## src/rtl/swb_pkg.sv

```systemverilog
package swb_pkg;
  typedef enum logic [1:0] {
    LS_INVALID = 2'd0,
    LS_SHARED  = 2'd1,
    LS_EXCL    = 2'd2,
    LS_MOD     = 2'd3
  } line_state_e;

  typedef enum logic [1:0] {
    SQ_IDLE,
    SQ_PEND,
    SQ_ISSUE,
    SQ_XFER
  } seq_state_e;
endpackage

```

## src/rtl/swb_snoop_capture.sv

```systemverilog
module swb_snoop_capture
  import swb_pkg::*;
#(
  parameter int LW = 28
) (
  input  logic          clk,
  input  logic          rst_n,
  input  logic          seq_idle,
  input  logic          addr_hold,
  input  logic          snp_strobe,
  input  logic          snp_inv,
  input  logic [LW-1:0] snp_line,
  input  logic          tag_hit,
  input  logic [1:0]    tag_state,
  output logic          mod_start,
  output logic          plain_inval,
  output logic [LW-1:0] line_q,
  output logic          inv_q
);
  logic          accept;
  logic          is_mod;
  logic [LW-1:0] line_d;
  logic          inv_d;

  always_comb begin
    accept      = seq_idle & addr_hold & snp_strobe;
    is_mod      = tag_hit & (tag_state == LS_MOD);
    mod_start   = accept & is_mod;
    plain_inval = accept & tag_hit & ~is_mod & snp_inv;
    line_d      = accept ? snp_line : line_q;
    inv_d       = accept ? snp_inv : inv_q;
  end

  always_ff @(posedge clk or negedge rst_n) begin
    if (!rst_n) begin
      line_q <= '0;
      inv_q  <= 1'b0;
    end else begin
      line_q <= line_d;
      inv_q  <= inv_d;
    end
  end
endmodule

```

## src/rtl/swb_wb_seq.sv

```systemverilog
module swb_wb_seq
  import swb_pkg::*;
#(
  parameter int LINE_DW = 4
) (
  input  logic                       clk,
  input  logic                       rst_n,
  input  logic                       start,
  input  logic                       fill_busy,
  input  logic                       rdy,
  input  logic                       brdy,
  input  logic                       backoff,
  output logic                       idle,
  output logic                       hit_mod,
  output logic                       bus_start,
  output logic                       bus_last,
  output logic                       bus_write,
  output logic [$clog2(LINE_DW)-1:0] dw_idx,
  output logic                       finish
);
  localparam int DWB = $clog2(LINE_DW);
  localparam logic [DWB-1:0] LAST_DW = DWB'(LINE_DW - 1);

  seq_state_e     state_q, state_d;
  logic [DWB-1:0] dw_q, dw_d;
  logic           hitm_q, hitm_d;
  logic           ack;

  always_comb begin
    state_d = state_q;
    dw_d    = dw_q;
    hitm_d  = hitm_q;
    finish  = 1'b0;
    ack     = rdy | brdy;
    case (state_q)
      SQ_IDLE: begin
        if (start) begin
          state_d = SQ_PEND;
          hitm_d  = 1'b1;
          dw_d    = '0;
        end
      end
      SQ_PEND: begin
        dw_d = '0;
        if (!fill_busy && !backoff) state_d = SQ_ISSUE;
      end
      SQ_ISSUE: begin
        if (backoff) begin
          state_d = SQ_PEND;
          dw_d    = '0;
        end else begin
          state_d = SQ_XFER;
        end
      end
      SQ_XFER: begin
        if (backoff) begin
          state_d = SQ_PEND;
          dw_d    = '0;
        end else if (ack) begin
          if (dw_q == LAST_DW) begin
            state_d = SQ_IDLE;
            hitm_d  = 1'b0;
            finish  = 1'b1;
          end else begin
            dw_d    = dw_q + 1'b1;
            state_d = brdy ? SQ_XFER : SQ_ISSUE;
          end
        end
      end
      default: state_d = SQ_IDLE;
    endcase
  end

  always_ff @(posedge clk or negedge rst_n) begin
    if (!rst_n) begin
      state_q <= SQ_IDLE;
      dw_q    <= '0;
      hitm_q  <= 1'b0;
    end else begin
      state_q <= state_d;
      dw_q    <= dw_d;
      hitm_q  <= hitm_d;
    end
  end

  assign idle      = (state_q == SQ_IDLE);
  assign hit_mod   = hitm_q;
  assign bus_start = (state_q == SQ_ISSUE) & ~backoff;
  assign bus_last  = (state_q == SQ_XFER) & (dw_q == LAST_DW);
  assign bus_write = (state_q == SQ_ISSUE) | (state_q == SQ_XFER);
  assign dw_idx    = dw_q;

  // an idle clock separates any fill activity from the address strobe
  p_idle_before_ads_r4: assert property (@(posedge clk) disable iff (!rst_n)
    bus_start |-> (!fill_busy && !$past(fill_busy)));

  // the modified-hit flag holds until the final acknowledge
  p_hitm_held_r1: assert property (@(posedge clk) disable iff (!rst_n)
    (hitm_q && !finish) |=> hitm_q);

  p_hitm_drop_r1: assert property (@(posedge clk) disable iff (!rst_n)
    finish |=> !hitm_q);

  // no strobe under back-off, restart from dword 0 with flag kept
  p_no_ads_boff_r7: assert property (@(posedge clk) disable iff (!rst_n)
    backoff |-> !bus_start);

  p_restart_r7: assert property (@(posedge clk) disable iff (!rst_n)
    (backoff && state_q == SQ_XFER) |=> (dw_q == '0 && hitm_q));
endmodule

```

## src/rtl/snoop_wb_sequencer.sv

```systemverilog
module snoop_wb_sequencer
  import swb_pkg::*;
#(
  parameter int AW      = 32,
  parameter int LINE_DW = 4
) (
  input  logic               clk,
  input  logic               rst_n,
  input  logic               addr_hold,
  input  logic               snp_strobe,
  input  logic               snp_inv,
  input  logic [AW-5:0]      snp_line,
  input  logic               tag_hit,
  input  logic [1:0]         tag_state,
  input  logic               fill_busy,
  input  logic               rdy,
  input  logic               brdy,
  input  logic               backoff,
  output logic               hit_mod,
  output logic               bus_start,
  output logic               bus_last,
  output logic               bus_write,
  output logic [AW-1:0]      bus_addr,
  output logic               upd_valid,
  output logic [1:0]         upd_state,
  output logic [AW-5:0]      upd_line
);
  localparam int DWB  = $clog2(LINE_DW);
  localparam int OFFB = DWB + 2;
  localparam int LW   = AW - OFFB;

  logic           seq_idle;
  logic           mod_start;
  logic           plain_inval;
  logic [LW-1:0]  line_q;
  logic           inv_q;
  logic [DWB-1:0] dw_idx;
  logic           finish;
  logic           upd_valid_q, upd_valid_d;
  logic [1:0]     upd_state_q, upd_state_d;

  swb_snoop_capture #(.LW(LW)) u_capture (
    .clk         (clk),
    .rst_n       (rst_n),
    .seq_idle    (seq_idle),
    .addr_hold   (addr_hold),
    .snp_strobe  (snp_strobe),
    .snp_inv     (snp_inv),
    .snp_line    (snp_line),
    .tag_hit     (tag_hit),
    .tag_state   (tag_state),
    .mod_start   (mod_start),
    .plain_inval (plain_inval),
    .line_q      (line_q),
    .inv_q       (inv_q)
  );

  swb_wb_seq #(.LINE_DW(LINE_DW)) u_seq (
    .clk       (clk),
    .rst_n     (rst_n),
    .start     (mod_start),
    .fill_busy (fill_busy),
    .rdy       (rdy),
    .brdy      (brdy),
    .backoff   (backoff),
    .idle      (seq_idle),
    .hit_mod   (hit_mod),
    .bus_start (bus_start),
    .bus_last  (bus_last),
    .bus_write (bus_write),
    .dw_idx    (dw_idx),
    .finish    (finish)
  );

  always_comb begin
    upd_valid_d = finish | plain_inval;
    upd_state_d = (finish && !inv_q) ? LS_SHARED : LS_INVALID;
  end

  always_ff @(posedge clk or negedge rst_n) begin
    if (!rst_n) begin
      upd_valid_q <= 1'b0;
      upd_state_q <= LS_INVALID;
    end else begin
      upd_valid_q <= upd_valid_d;
      upd_state_q <= upd_state_d;
    end
  end

  assign upd_valid = upd_valid_q;
  assign upd_state = upd_state_q;
  assign upd_line  = line_q;
  assign bus_addr  = {line_q, dw_idx, 2'b00};

  // a snoop that is not a modified hit leaves the flag low
  p_quiet_plain_r2: assert property (@(posedge clk) disable iff (!rst_n)
    (snp_strobe && addr_hold && seq_idle && !(tag_hit && tag_state == 2'd3))
      |=> !hit_mod);

  // a strobe without the address hold is ignored
  p_ignore_nohold_r3: assert property (@(posedge clk) disable iff (!rst_n)
    (snp_strobe && !addr_hold && !hit_mod) |=> !hit_mod);

  // the state update accompanies the fall of the flag
  p_update_on_done_r8: assert property (@(posedge clk) disable iff (!rst_n)
    $fell(hit_mod) |-> upd_valid);
endmodule

```

## config.mk

```make
export PLATFORM = sky130hd
export DESIGN_NAME = snoop_wb_sequencer
export DESIGN_NICKNAME = d
export VERILOG_FILES = /design/src/rtl/swb_pkg.sv /design/src/rtl/swb_snoop_capture.sv /design/src/rtl/swb_wb_seq.sv /design/src/rtl/snoop_wb_sequencer.sv
export SDC_FILE = /design/constraint.sdc
export NUM_CORES = 1
export LEC_CHECK = 0
export ABC_CLOCK_PERIOD_IN_PS = 3700
export BUFFER_PORTS_ARGS = -buffer_cell sky130_fd_sc_hd__buf_2
export CORE_ASPECT_RATIO = 1.4
export CORE_UTILIZATION = 35
export DETAILED_ROUTE_END_ITERATION = 7
export PLACE_DENSITY_LB_ADDON = 0.2
export SETUP_SLACK_MARGIN = 0.3
export SLEW_MARGIN = 20
export SYNTH_ARGS = -nofsm -noshare
export SYNTH_HDL_FRONTEND = slang
export SYNTH_SLANG_ARGS = --single-unit
```

## constraint.sdc

```tcl
create_clock -name clk -period 3.7 [get_ports clk]
set_input_delay 0 -clock clk [delete_from_list [all_inputs] [get_ports clk]]
set_output_delay 0 -clock clk [all_outputs]
set_load 0.1 [all_outputs]
```

# Word level (Yosys, flattened, before mapping)
# Index checks and enable logic that the tools add are counted.
[word_totals]
regBits = 36
inputBits = 40
mem_count = 0
latchBits = 0
rom_bits = 0
ram_bits = 0
[op_classes]
n_reduce_logical = 10
div_mod_pow = 0
shifts = 0
n_mul = 0
magnitude_cmp = 0
bitwise_logic = 14
n_addsub = 1
n_mux = 24
eq_ne = 13
[op_table]
columns = ["cell", "count"]
rows = [
  ["$mux W2", 11],
  ["$pmux W2 S4", 2],
  ["$mux W1", 10],
  ["$and A1 B1 Y1", 9],
  ["$eq A2 B2 Y1 const B", 4],
  ["$ne A2 B1 Y1 const B", 3],
  ["$ne A2 B2 Y1 const B", 3],
  ["$reduce_and A5 Y1", 1],
  ["$reduce_and A4 Y1", 1],
  ["$logic_not A1 Y1", 3],
  ["$ne A3 B2 Y1 const B", 1],
  ["$ne A3 B3 Y1 const B", 1],
  ["$or A1 B1 Y1", 3],
  ["$reduce_and A3 Y1", 1],
  ["$add A2 B1 Y2 const B", 1],
  ["$eq A2 B1 Y1 const B", 1],
  ["$logic_and A1 B1 Y1", 2],
  ["$logic_not A2 Y1", 1],
  ["$not A1 Y1", 2],
  ["$pmux W1 S2", 1],
  ["$reduce_bool A2 Y1", 1],
]

# Depth between registers and ports, before layout
[logic_depth]
word_depth = 7
depth_mapped = 5
mapped_depth_nobuf = 5

# Modules after synthesis
# From an unflattened synthesis, not the netlist that was laid out.
[hier_totals]
cells_unflattened = 139
hier_area_um2 = 1810.5
[by_module_without_submodules]
columns = ["mod", "n_inst", "area_each_um2", "cells_per_inst"]
rows = [
  ["swb_snoop_capture", 1, 1157.4, 67],
  ["swb_wb_seq", 1, 354.1, 36],
  ["snoop_wb_sequencer", 1, 299.0, 36],
]

# Worst setup path after synthesis
# No wires, ideal clock.
[synth_timing]
kind = "reg-to-output"
startpoint = "register u_seq.dw_q[0] (netlist: u_seq.dw_idx[0])"
endpoint = "output port bus_last"
t_required_ps = 3700
path_stages_with_launch = 3
path_slack_ps = 1622
t_arrival_ps = 2078
n_path_buf = 0
path_cell_list = "dfrtp_1 > ha_1 > and3_1"
[synth_via]
elab_chain_cells = 2
[synth_lines]
columns = ["element", "line", "source"]
rows = [
  ["start: declaration", "swb_wb_seq.sv:25", "logic [DWB-1:0] dw_q, dw_d;"],
  ["start signal: assignment", "swb_wb_seq.sv:81", "dw_q <= dw_d;"],
  ["$eq A2 B2 Y1", "swb_wb_seq.sv:89", "assign bus_last = (state_q == SQ_XFER) & (dw_q == LAST_DW);"],
  ["$and A1 B1 Y1", "swb_wb_seq.sv:89", ""],
  ["end: declaration", "snoop_wb_sequencer.sv:21", "output logic bus_last,"],
]
# Every way passes these cells.

# Worst setup path after layout
[layout_timing]
startpoint = "register u_seq.state_q[1]"
endpoint = "register u_seq.dw_q[1] (netlist: u_seq.dw_idx[1])"
[layout_via]
elab_chain_cells = 6
elab_cells_between_ends = 13
[layout_lines]
columns = ["element", "line", "source"]
rows = [
  ["start: declaration", "swb_wb_seq.sv:24", "seq_state_e state_q, state_d;"],
  ["start signal: assignment", "swb_wb_seq.sv:80", "state_q <= state_d;"],
  ["$logic_not A2 Y1", "swb_wb_seq.sv:35, swb_wb_seq.sv:86", ""],
  ["$and A1 B1 Y1 (2 in a row)", "swb_snoop_capture.sv:26", "accept = seq_idle & addr_hold & snp_strobe;"],
  ["$and A1 B1 Y1", "swb_snoop_capture.sv:28", "mod_start = accept & is_mod;"],
  ["$ne A2 B2 Y1 (no line)", "--", ""],
  ["$reduce_and A4 Y1 (no line)", "--", ""],
]
# Parallel ways exist; a longest one is shown, timed or not.
# A chain may end at the register's enable or synchronous reset.

==> results <==
- The flow ran to the end, and the final reports show no timing, DRC or antenna violations.
- The cell sitting at the root of the clock tree is a clkbuf_8.
- Along the worst path, the maximum fanout reaches 32.
- The via count of the first global-routing pass is 1388.
- The final hold violation count came to 0.
- In this run the tool buffered the top-level ports with 103 buffer cells.
- Counting every instance in the synthesized netlist gives 134.
- Entering global routing, the biggest net connects 37 pins.
- Counting both buffers and inverters, the worst setup path holds a total of 1.
- The number of hold buffers added after CTS was 32.
- 0 antenna diodes ended up in the layout.
- Summed over all failing endpoints, the final setup total negative slack is 0 ps.
- The per-cell via count in the routed design is 4.424.
- The CTS tree is done.
- The type of the worst setup path is flop to flop.
- The signal on the critical path passes through nor4bb_4 > buf_4 > a211o_1 > o21ai_1 > a32o_1.
- In this run the count of I/O pins placed on the die edge is 107.
- The worst pin sits at a relative slew slack of 0.4745.
- Data arrives at the worst endpoint at 2000 ps.
- The family with the most delay on the worst path is flip-flops.
- The path with the worst hold slack has its endpoint at upd_valid.
- Summing all multi-input logic gate instances after layout gives 549.3 sq um.
- The area overhead of the layout relative to synthesis is 43.79%.
- The count of unique library cells instantiated by Yosys is 27.
- Measured on the finished design, the core utilization comes to 0.5341.
- The required time of the critical path is 3870 ps.
- The worst register-to-register path begins at u_seq.state_q[1].
- For the finished layout, the period the worst path requires is 1829 ps.
- Wires add up to 3739 microns.
- For this run, global-route usage on met3 was measured as 0.03852.
- The fill cell total of the finished layout is 428.
- The setup skew after layout is 4.906 ps.
- The setup slack on the worst flop-to-flop path is 1870 ps.
- The number of remaining DRC errors is 0.
- Along the worst hold path, the cell count comes to 4.
- The critical path's largest stage delay is 500 ps.
- The synthesized design contains 36 register bits.
- The number of slew-limit violations in the final report is 0.
- The capture instance of the worst register-to-register path is u_seq.dw_idx[1].
- Buffers added to address setup during post-CTS repair amount to 0.
- After synthesis, the mean cell area works out to 12.77 sq um.
- The first-iteration detailed-routing DRC count is 21.
- Measured along the x axis, the die boundary spans 61.10 microns.
- The number of optimization iterations in the first detailed-route pass is 4.
- The die span in y is 84.75 microns.
- For this run, the total global-route usage over all layers was measured as 0.1552.
- The Yosys step of the flow raised 0 warnings.
- The number of clock buffers added by TritonCTS is 5.
- For this configuration, the core starts out at a cell density of 0.3714.
- The global-route wire length before repair is 6023 microns.
- The clock-pin slew of the registers on the worst-case setup and hold paths is 70 ps.
- The layer with the highest usage after global routing is met2.
- The number of antenna violations at the first check in global routing is 0.
- The post-detailed-route count of antenna-violating nets is 0.
- Clock latency on the worst-skew pair, taken at its later pin, is 280 ps.
- Summing over every cut layer, the via total after detailed routing is 1345.
- The critical-path cell with the highest stage delay is dfrtp_1.
- For met1 alone, demand over resource in global routing was 0.1592.
- For this run, global-route usage on met2 was measured as 0.2875.
- At the end of routability-driven placement, the weighted congestion stood at 0.7075.
- Of the synthesized area, sequential elements account for 0.5263.
- The area of the die is 5178 sq um.
- The maximum clock insertion buffer count is 2.
- The final net count is 282.
- Across the whole layout, storage elements account for 900.9 sq um.
- The min-delay analysis places its worst path in the category input pin to flop.
- The number of placement rows is 29.
- The estimated wirelength of the detail-placed design is 2439 microns.
- The max-cap violation count is 0.
- Global routing finished with a remaining overflow of 0.
- The CTS H-tree depth is 2.
- The startpoint type of the worst setup path is a flop.
- The cell area after technology mapping is 1712 sq um.
- The clock net sink count is 36.
- For the pin with the worst max-slew slack, the measured transition is 788.3 ps.
- The worst setup path is captured at a flop.
- The wire length per cell after detailed routing is 12.30 microns.
- The depth of the most critical reg-to-reg path is 5.
- The most critical setup path has its startpoint at u_seq.state_q[1].
- Setup violations remaining at the end of the flow were counted as 0.
- The area inside the core boundary is 4608 sq um.
- The fraction of final layout cells sized beyond drive strength 1 is 0.5744.
- The startpoint of the worst hold path is tag_state[0].
- In the finished design, the share of the clock period the worst path needs comes to 0.4944.
- For this run, the top clock speed supported by timing is 546.7 MHz.
- After clock tree synthesis, the repair step resized 0 gates.
- Setup repair after global routing left no endpoint under its margin.
[tightest hold or removal path: cells and delay by family]
kind | cells | cell delay [ps]
and+or+nand+nor | 3 | 180
buffers and inverters | 1 | 80
[synthesized netlist by cell type]
| library cell | n | share of area |
|---|---|---|
| dfrtp_1 | 36 | 0.53 |
| buf_4 | 31 | 0.14 |
| mux2_2 | 27 | 0.18 |
| buf_6 | 3 | 0.020 |
| nand2_1 | 3 | 0.0066 |
| nor2_1 | 3 | 0.0066 |
| a22o_1 | 2 | 0.010 |
| a32o_1 | 2 | 0.012 |
| and3_1 | 2 | 0.0073 |
| buf_2 | 2 | 0.0058 |
| clkbuf_1 | 2 | 0.0044 |
| mux2_1 | 2 | 0.013 |
| nand4_1 | 2 | 0.0073 |
| nor2b_1 | 2 | 0.0073 |
| nor3b_1 | 2 | 0.0088 |
| o21ai_0 | 2 | 0.0058 |
| a211o_1 | 1 | 0.0051 |
| a21oi_1 | 1 | 0.0029 |
| and3b_1 | 1 | 0.0051 |
| conb_1 | 1 | 0.0022 |
| ha_1 | 1 | 0.0073 |
| nand2b_1 | 1 | 0.0037 |
| nand3_1 | 1 | 0.0029 |
| nor4bb_1 | 1 | 0.0058 |
| o21ai_1 | 1 | 0.0029 |
| or2_2 | 1 | 0.0037 |
| or3_1 | 1 | 0.0037 |
[cells in the final DEF, fill, tap and decap left out, drive strengths merged, types with 2 or more instances in the layout]
cell	Yosys	final
a22o	2	2
a32o	2	2
and3	2	2
buf	36	104
clkbuf	2	8
conb	1	3
dfrtp	36	36
dlygate4sd3	0	32
mux2	29	29
nand2	3	3
nand4	2	2
nor2	3	3
nor2b	2	2
nor3b	2	2
o21ai	3	3
[kinds of logic after synthesis]
logic type | synth area share
compound gates | 0.03874
fa+ha+maj | 0.007309
buf+inv | 0.1659
flops | 0.5263
mux | 0.1908
other cells | 0.002191
simple gates | 0.06871
[worst max-delay path by stage]
stage | end | slack [ps] | cells after the start
2_1_floorplan | bus_last | 1620 | 2
3_3_place_gp | u_seq.dw_idx[1] | 1900 | 5
3_5_place_dp | u_seq.dw_idx[1] | 1890 | 5
4_1_cts | u_seq.dw_idx[1] | 1870 | 5
5_1_grt | u_seq.dw_idx[1] | 1770 | 5
6_report | u_seq.dw_idx[1] | 1870 | 5
[area by class of cell]
type	instances	area share
Tap cell	62	0.03152
Clock buffer	8	0.03660
Timing Repair Buffer	136	0.3427
Sequential cell	36	0.3660
Multi-Input combinational cell	62	0.2232
[flip-flops by register name, indices dropped and copies added (netlist names)]
| name | flops |
|---|---|
| u_capture.inv_q | 1 |
| u_capture.line_q | 28 |
| u_seq.dw_idx | 2 |
| u_seq.hit_mod | 1 |
| u_seq.state_q | 2 |
| upd_state | 1 |
| upd_valid | 1 |
[stage by stage]
stage | instance area [sq um] | hold slack, ps | worst slack [ps] | instances
4_1_cts | 2461 | 8.705 | 1867 | 304
3_5_place_dp | 2051 | 138.4 | 1891 | 264
2_1_floorplan | 1719 | -295.6 | 1622 | 136
3_3_place_gp | 2051 | 134.1 | 1900 | 264
5_1_grt | 2461 | 41.16 | 1771 | 304
6_report | 2461 | 24.22 | 1871 | 304
[layer usage]
layer  share of wire  vias to the layer above
met5               0                        -
met4           0.014                        0
met3           0.058                        5
met2            0.56                       63
met1            0.37                      641
li1                -                      636
Power is not shown: default switching activity piles up to over one toggle a cycle in this logic, so the estimate is an artifact.
